[src/rtl/ctt_pkg.sv]
package ctt_pkg;

   // register select on the two-bit bus address
   typedef enum logic [1:0] {
      SEL_MODE = 2'd0,
      SEL_T1   = 2'd1,
      SEL_T2   = 2'd2,
      SEL_T3   = 2'd3
   } reg_sel_e;

   // mode register, MSB first; bit positions are software visible
   typedef struct packed {
      logic latch_only;    // bit 7
      logic out_en;        // bit 6
      logic out_start_low; // bit 5
      logic t3_own_clk;    // bit 4
      logic t2_own_clk;    // bit 3
      logic t1_sub_clk;    // bit 2
      logic t1_halt;       // bit 1
      logic out_from_t2;   // bit 0
   } mode_t;

   localparam int MODE_W = $bits(mode_t);

endpackage

[src/rtl/ctt_counter.sv]
module ctt_counter #(
   parameter int           DW        = 8,
   parameter logic [DW-1:0] RST_COUNT = '1
) (
   input  logic          clk,
   input  logic          rst_n,
   input  logic          tick,
   input  logic          wr,
   input  logic          latch_only,
   input  logic [DW-1:0] wdata,
   output logic [DW-1:0] cnt,
   output logic          uf
);

   logic [DW-1:0] latch_q;
   logic          wr_direct;
   logic          at_zero;
   logic [DW-1:0] reload_val;

   assign wr_direct  = wr & ~latch_only;
   assign at_zero    = (cnt == '0);
   assign uf         = tick & at_zero & ~wr_direct;
   // a latch-only write in the underflow cycle is taken at once
   assign reload_val = (wr & latch_only) ? wdata : latch_q;

   always_ff @(posedge clk or negedge rst_n) begin
      if (!rst_n) begin
         latch_q <= RST_COUNT;
         cnt     <= RST_COUNT;
      end else begin
         if (wr) begin
            latch_q <= wdata;
         end
         if (wr_direct) begin
            cnt <= wdata;
         end else if (tick) begin
            cnt <= at_zero ? reload_val : cnt - 1'b1;
         end
      end
   end

   assert_decrement_R2: assert property (@(posedge clk) disable iff (!rst_n)
      (tick && !wr && cnt != '0) |=> cnt == $past(cnt) - 1'b1);

   assert_direct_load_R3: assert property (@(posedge clk) disable iff (!rst_n)
      (wr && !latch_only) |=> cnt == $past(wdata));

   assert_latch_only_R4: assert property (@(posedge clk) disable iff (!rst_n)
      (wr && latch_only && !tick) |=> $stable(cnt));

   assert_write_wins_R12: assert property (@(posedge clk) disable iff (!rst_n)
      (wr && !latch_only && tick) |-> !uf);

endmodule

[src/rtl/ctt_toggle.sv]
module ctt_toggle #(
   parameter logic RST_LEVEL = 1'b1
) (
   input  logic clk,
   input  logic rst_n,
   input  logic init,
   input  logic init_level,
   input  logic tgl,
   output logic q
);

   always_ff @(posedge clk or negedge rst_n) begin
      if (!rst_n) begin
         q <= RST_LEVEL;
      end else if (init) begin
         q <= init_level;
      end else if (tgl) begin
         q <= ~q;
      end
   end

   assert_toggle_R9: assert property (@(posedge clk) disable iff (!rst_n)
      (tgl && !init) |=> q != $past(q));

   assert_restart_R10: assert property (@(posedge clk) disable iff (!rst_n)
      init |=> q == $past(init_level));

endmodule

[src/rtl/cascade_timer_trio.sv]
module cascade_timer_trio
   import ctt_pkg::*;
#(
   parameter int   DW                = 8,
   parameter logic IDLE_LEVEL        = 1'b0,
   parameter bit   T3_SHARES_WR_CTRL = 1'b0
) (
   input  logic          clk,
   input  logic          rst_n,
   input  logic          bus_we,
   input  logic [1:0]    bus_addr,
   input  logic [DW-1:0] bus_wdata,
   output logic [DW-1:0] bus_rdata,
   input  logic          tick_div8,
   input  logic          tick_sys,
   input  logic          tick_sub2,
   input  logic [2:0]    irq_clr,
   output logic [2:0]    irq_flag,
   output logic          tout,
   output logic          tout_oe
);

   localparam logic [DW-1:0] CNT_RST = '1;

   generate
      if (DW < MODE_W) begin : g_bad_width
         $error("cascade_timer_trio: DW must be at least the mode width");
      end
   endgenerate

   mode_t         mode_q;
   mode_t         mode_new;
   logic          wr_mode, wr_t1, wr_t2, wr_t3;
   logic          t1_tick, t2_tick, t3_tick;
   logic          uf1, uf2, uf3;
   logic [DW-1:0] cnt1, cnt2, cnt3;
   logic          t3_latch_only;
   logic          out_init, out_tgl, out_q;

   assign wr_mode  = bus_we && (bus_addr == SEL_MODE);
   assign wr_t1    = bus_we && (bus_addr == SEL_T1);
   assign wr_t2    = bus_we && (bus_addr == SEL_T2);
   assign wr_t3    = bus_we && (bus_addr == SEL_T3);
   assign mode_new = mode_t'(bus_wdata[MODE_W-1:0]);

   always_ff @(posedge clk or negedge rst_n) begin
      if (!rst_n) begin
         mode_q <= '0;
      end else if (wr_mode) begin
         mode_q <= mode_new;
      end
   end

   // count source selection
   assign t1_tick = ~mode_q.t1_halt & (mode_q.t1_sub_clk ? tick_sub2 : tick_div8);
   assign t2_tick = mode_q.t2_own_clk ? tick_sys  : uf1;
   assign t3_tick = mode_q.t3_own_clk ? tick_div8 : uf1;

   generate
      if (T3_SHARES_WR_CTRL) begin : g_t3_shared
         assign t3_latch_only = mode_q.latch_only;
      end else begin : g_t3_direct
         assign t3_latch_only = 1'b0;
      end
   endgenerate

   ctt_counter #(.DW(DW), .RST_COUNT(CNT_RST)) u_t1 (
      .clk(clk), .rst_n(rst_n), .tick(t1_tick), .wr(wr_t1),
      .latch_only(mode_q.latch_only), .wdata(bus_wdata), .cnt(cnt1), .uf(uf1));

   ctt_counter #(.DW(DW), .RST_COUNT(CNT_RST)) u_t2 (
      .clk(clk), .rst_n(rst_n), .tick(t2_tick), .wr(wr_t2),
      .latch_only(mode_q.latch_only), .wdata(bus_wdata), .cnt(cnt2), .uf(uf2));

   ctt_counter #(.DW(DW), .RST_COUNT(CNT_RST)) u_t3 (
      .clk(clk), .rst_n(rst_n), .tick(t3_tick), .wr(wr_t3),
      .latch_only(t3_latch_only), .wdata(bus_wdata), .cnt(cnt3), .uf(uf3));

   // interrupt flags: underflow sets, strobe clears, set wins
   always_ff @(posedge clk or negedge rst_n) begin
      if (!rst_n) begin
         irq_flag <= '0;
      end else begin
         irq_flag[0] <= uf1 | (irq_flag[0] & ~irq_clr[0]);
         irq_flag[1] <= uf2 | (irq_flag[1] & ~irq_clr[1]);
         irq_flag[2] <= uf3 | (irq_flag[2] & ~irq_clr[2]);
      end
   end

   // square-wave output
   assign out_init = wr_mode &&
                     ((mode_new.out_en && !mode_q.out_en) ||
                      (mode_new.out_start_low != mode_q.out_start_low));
   assign out_tgl  = mode_q.out_en & (mode_q.out_from_t2 ? uf2 : uf1);

   ctt_toggle #(.RST_LEVEL(1'b1)) u_tout (
      .clk(clk), .rst_n(rst_n), .init(out_init),
      .init_level(~mode_new.out_start_low), .tgl(out_tgl), .q(out_q));

   assign tout    = mode_q.out_en ? out_q : IDLE_LEVEL;
   assign tout_oe = mode_q.out_en;

   always_comb begin
      bus_rdata = '0;
      case (bus_addr)
         SEL_MODE: bus_rdata[MODE_W-1:0] = mode_q;
         SEL_T1:   bus_rdata = cnt1;
         SEL_T2:   bus_rdata = cnt2;
         default:  bus_rdata = cnt3;
      endcase
   end

   assert_halt_R5: assert property (@(posedge clk) disable iff (!rst_n)
      (mode_q.t1_halt && !wr_t1) |=> $stable(cnt1));

   assert_clear_R11: assert property (@(posedge clk) disable iff (!rst_n)
      (irq_clr[0] && !uf1 && irq_flag[0]) |=> !irq_flag[0]);

   assert_set_wins_R11: assert property (@(posedge clk) disable iff (!rst_n)
      uf1 |=> irq_flag[0]);

   assert_pin_idle_R10: assert property (@(posedge clk) disable iff (!rst_n)
      !mode_q.out_en |-> (tout == IDLE_LEVEL && !tout_oe));

endmodule

[config.mk]
export PLATFORM = sky130hd
export DESIGN_NAME = cascade_timer_trio
export DESIGN_NICKNAME = d
export VERILOG_FILES = /design/src/rtl/ctt_pkg.sv /design/src/rtl/ctt_counter.sv /design/src/rtl/ctt_toggle.sv /design/src/rtl/cascade_timer_trio.sv
export SDC_FILE = /design/constraint.sdc
export NUM_CORES = 1
export LEC_CHECK = 0
export BUFFER_PORTS_ARGS = -buffer_cell sky130_fd_sc_hd__buf_2
export CAP_MARGIN = 40
export CORE_MARGIN = 3
export CORE_UTILIZATION = 50
export CTS_CLUSTER_DIAMETER = 40
export DETAILED_ROUTE_END_ITERATION = 6
export PLACE_DENSITY = 0.74
export SYNTH_ARGS = -nofsm -noshare
export SYNTH_HDL_FRONTEND = slang
export SYNTH_HIERARCHICAL = 1
export SYNTH_SLANG_ARGS = --single-unit
[constraint.sdc]
create_clock -name clk -period 3.1 [get_ports clk]
set_input_delay 0.31 -clock clk [delete_from_list [all_inputs] [get_ports clk]]
set_output_delay 0.31 -clock clk [all_outputs]
set_load 0.05 [all_outputs]
==> results.json <==
{
  "outcome": "finished clean",
  "number_of_global_route_vias_before_repair": 2918,
  "max_freq_mhz": 376,
  "layout-drive-gt1-share_pct": 43.8,
  "layout_worst_path_cycle_share_pct": 85.7,
  "aggregate_global_routing_overflow": 0,
  "firstDrtPassIters": 5,
  "cts-root-buf": "sky130_fd_sc_hd__clkbuf_8",
  "grt_usage_pct": 23.3,
  "finalCriticalPeriod_ns": 2.66,
  "worst_slack_ns": 0.443,
  "core_region_area_sq_mm": 0.00741,
  "final.setup_skew_ns": 0.0124,
  "cts_tree": "yes",
  "layout.cells.most_common": "sky130_fd_sc_hd__mux2_2",
  "initial_antenna_violation_count": 0,
  "detail_route.vias_per_cell": 6.17,
  "final-setup-viol-count": 0,
  "slew-limit-headroom_pct": 60.7,
  "worstSetupStartpointType": "register",
  "antenna-diode-count": 0,
  "crit-reg2reg-capture": "u_tout/q",
  "initial_utilization_pct": 52.4,
  "synth-warning-count": 6,
  "routabilityCongestion": 0.905,
  "crit_arrival_ns": 2.92,
  "yosys.area.top_type_share_pct": 33.1,
  "worstPathRequired_ns": 3.37,
  "detailedRoute.firstIterationViolations": 253,
  "ff2ff_setup_slack_ns": 0.44,
  "htreeDepth": 3,
  "die-width_microns": 94.1,
  "deepest_clock_path_buffer_count": 2,
  "postSynth.topFlopCell": "sky130_fd_sc_hd__dfstp_2",
  "postSynthRegisterBits": 60,
  "async_set_or_reset_flop_fraction_in_the_synthesized_netlist_pct": 100,
  "netlist-cell-type-count": 47,
  "first_pass_grt_wire_length_mm": 15.7,
  "clk_latency_ns": 0.34,
  "largest_cells_by_area_after_synthesis": "sky130_fd_sc_hd__dfstp_2 (33%), sky130_fd_sc_hd__mux2_2 (15%), sky130_fd_sc_hd__dfrtp_1 (7.1%)",
  "peakVddDrop_mv": 0.320,
  "route.vias.total": 3038,
  "total_leakage_power_nw": 1.82,
  "finalNetCount": 413,
  "syn-mean-instance-area_sq_um": 11.1,
  "cts_inserted_buffers": 9,
  "floorplan.die_area_sq_mm": 0.00886,
  "power_per_cell_area_mw_per_mm2": 856,
  "grt_max_degree": 36,
  "report.final.hold_viol_count": 0,
  "rsz0062_at_grt": "no",
  "drtAntennaViolNets": 0,
  "setup.worst_path.class": "reg -> reg",
  "crit_fanout": 12,
  "worst_hold_startpoint": "irq_clr[0]",
  "most-common-layout-cells": "sky130_fd_sc_hd__mux2_2 (52), sky130_fd_sc_hd__dfstp_2 (49), sky130_fd_sc_hd__buf_2 (31)",
  "yosys.area.top_type": "sky130_fd_sc_hd__dfstp_2",
  "finalSetupTns_ns": 0,
  "detailedPlacementHpwl_mm": 6.74,
  "detail_route.wirelength_mm": 9.69,
  "total_power_w": 0.00372,
  "clk_pin_slew_worst_paths_ns": 0.07,
  "synth_sequential_area_ratio_pct": 40.2,
  "hp-class": "in -> reg",
  "r2r_cells": 12,
  "rows": 31,
  "tritoncts_num_sinks": 60,
  "worstSetupEndpointType": "register",
  "post_synth_instance_area_sq_mm": 0.00388,
  "r2r-start": "u_t1/cnt[0]",
  "io_pins": 32,
  "worst-slew-pin-transition_ns": 0.589,
  "io_buffer_count": 31,
  "synth-edff-count": 0,
  "layout-area-overhead-vs-synth_pct": 11.9,
  "placed_cell_area_sq_mm": 0.00417,
  "die_height_microns": 94.1,
  "route.detailed.wl_per_inst_microns": 19.7,
  "hold_path_sink": "irq_flag[0]",
  "placement_stage_worst_setup_slack_ns": 0.522,
  "postSynthCellCount": 350,
  "drc_errors": 0,
  "final_design_area_no_fill_sq_mm": 0.00435,
  "timing_max_transition_violations_final": 0,
  "worstHoldPathCells": 3,
  "maximum_capacitance_violations": 0,
  "postCtsResizedCells": 0
}
where the power goes:
group	total, W	internal (W)	switching [W]
registers	0.00151	0.00119	0.000318
logic	0.00159	0.000720	0.000871
clock network	0.000625	0.000332	0.000293
per-layer routing:
layer	global-route usage (%)	share of wire, %	up-vias
met5	0	0	-
li1	-	-	1393
met3	4.41	6.1	16
met2	34.6	44	118
met1	33.6	47	1511
met4	9.03	2.2	0
per-stage QoR:
step	instances	utilization, %	hold WS [ns]
3_5_place_dp	475	56.2	0.347
2_1_floorplan	353	-	0.0144
3_3_place_gp	475	56.2	0.342
4_1_cts	492	58.7	0.214
6_report	492	58.7	0.232
5_1_grt	492	58.7	0.239
how the worst max path moves through the flow:
stage / startpoint / to / slack [ns] / cells after the start
final: u_t1/cnt[0] / u_tout/q / 0.44 / 12
after detailed placement: u_t1/cnt[0] / u_tout/q / 0.52 / 12
after global placement: u_t1/cnt[0] / u_tout/q / 0.68 / 12
after global routing: u_t1/cnt[1] / u_tout/q / 0.23 / 12
after CTS: u_t1/cnt[0] / u_tout/q / 0.50 / 12
after floorplan: bus_addr[1] / u_tout/q / 0.57 / 14
cell type report:
class / count / area [sq um]
Clock buffer: 14 / 163
Clock inverter: 2 / 10.0
Fill cell: 638 / 3060
Inverter: 10 / 37.5
Multi-Input combinational cell: 266 / 2220
Sequential cell: 60 / 1560
Tap cell: 99 / 124
Timing Repair Buffer: 41 / 233
synthesized netlist by cell type, types with 4 or more instances:
cell and number:
sky130_fd_sc_hd__mux2_2 52, sky130_fd_sc_hd__dfstp_2 49, sky130_fd_sc_hd__a21oi_1 18, sky130_fd_sc_hd__nor3b_1 15, sky130_fd_sc_hd__o21ai_0 15, sky130_fd_sc_hd__nand2_1 14, sky130_fd_sc_hd__nor2_1 14, sky130_fd_sc_hd__clkbuf_1 12
sky130_fd_sc_hd__dfrtp_1 11, sky130_fd_sc_hd__mux2i_1 11, sky130_fd_sc_hd__inv_1 10, sky130_fd_sc_hd__nand2b_1 10, sky130_fd_sc_hd__a31oi_1 9, sky130_fd_sc_hd__o31ai_1 9, sky130_fd_sc_hd__ha_1 6, sky130_fd_sc_hd__mux4_1 6
sky130_fd_sc_hd__nand3_1 6, sky130_fd_sc_hd__xnor2_1 5, sky130_fd_sc_hd__and2_1 4, sky130_fd_sc_hd__and3_1 4, sky130_fd_sc_hd__buf_2 4, sky130_fd_sc_hd__nor2b_1 4
flip-flops by register name, indices dropped and copies added (netlist names):
register	flops
irq_flag	3
u_t2/cnt	8
u_t3/cnt	8
u_tout/q	1
tout_oe	1
u_t1/cnt	8
u_t3/latch_q	8
u_t2/latch_q	8
mode_q	7
u_t1/latch_q	8
repair_timing:
action                                 CTS  global route
buffers inserted                         0             0
hold buffers                             1             0
endpoints found under the hold margin    2             0
critical path: stages (launching register included):
cell and delay [ns]:
sky130_fd_sc_hd__dfstp_2 0.38, sky130_fd_sc_hd__inv_1 0.11, sky130_fd_sc_hd__ha_1 0.17, sky130_fd_sc_hd__nor4b_2 0.27
sky130_fd_sc_hd__nand2_1 0.25, sky130_fd_sc_hd__nor2_1 0.21, sky130_fd_sc_hd__mux2_2 0.32, sky130_fd_sc_hd__nand2_1 0.19
sky130_fd_sc_hd__nor2_1 0.21, sky130_fd_sc_hd__mux2i_1 0.11, sky130_fd_sc_hd__nor2b_1 0.14, sky130_fd_sc_hd__xnor2_1 0.08
sky130_fd_sc_hd__o21ai_1 0.14
cells by family (layout without fill, tap and decap cells):
kind of cell,count (synthesis),count (layout),share of synthesized area (%)
simple gates,97,97,16.0
buf+inv,27,67,2.93
other cells,1,4,0.0965
mux,71,71,23.1
xor+xnor,8,8,1.80
fa+ha+maj,6,6,1.93
compound gates,80,80,13.8
flops,60,60,40.2
(Power assumes the default switching activity.)
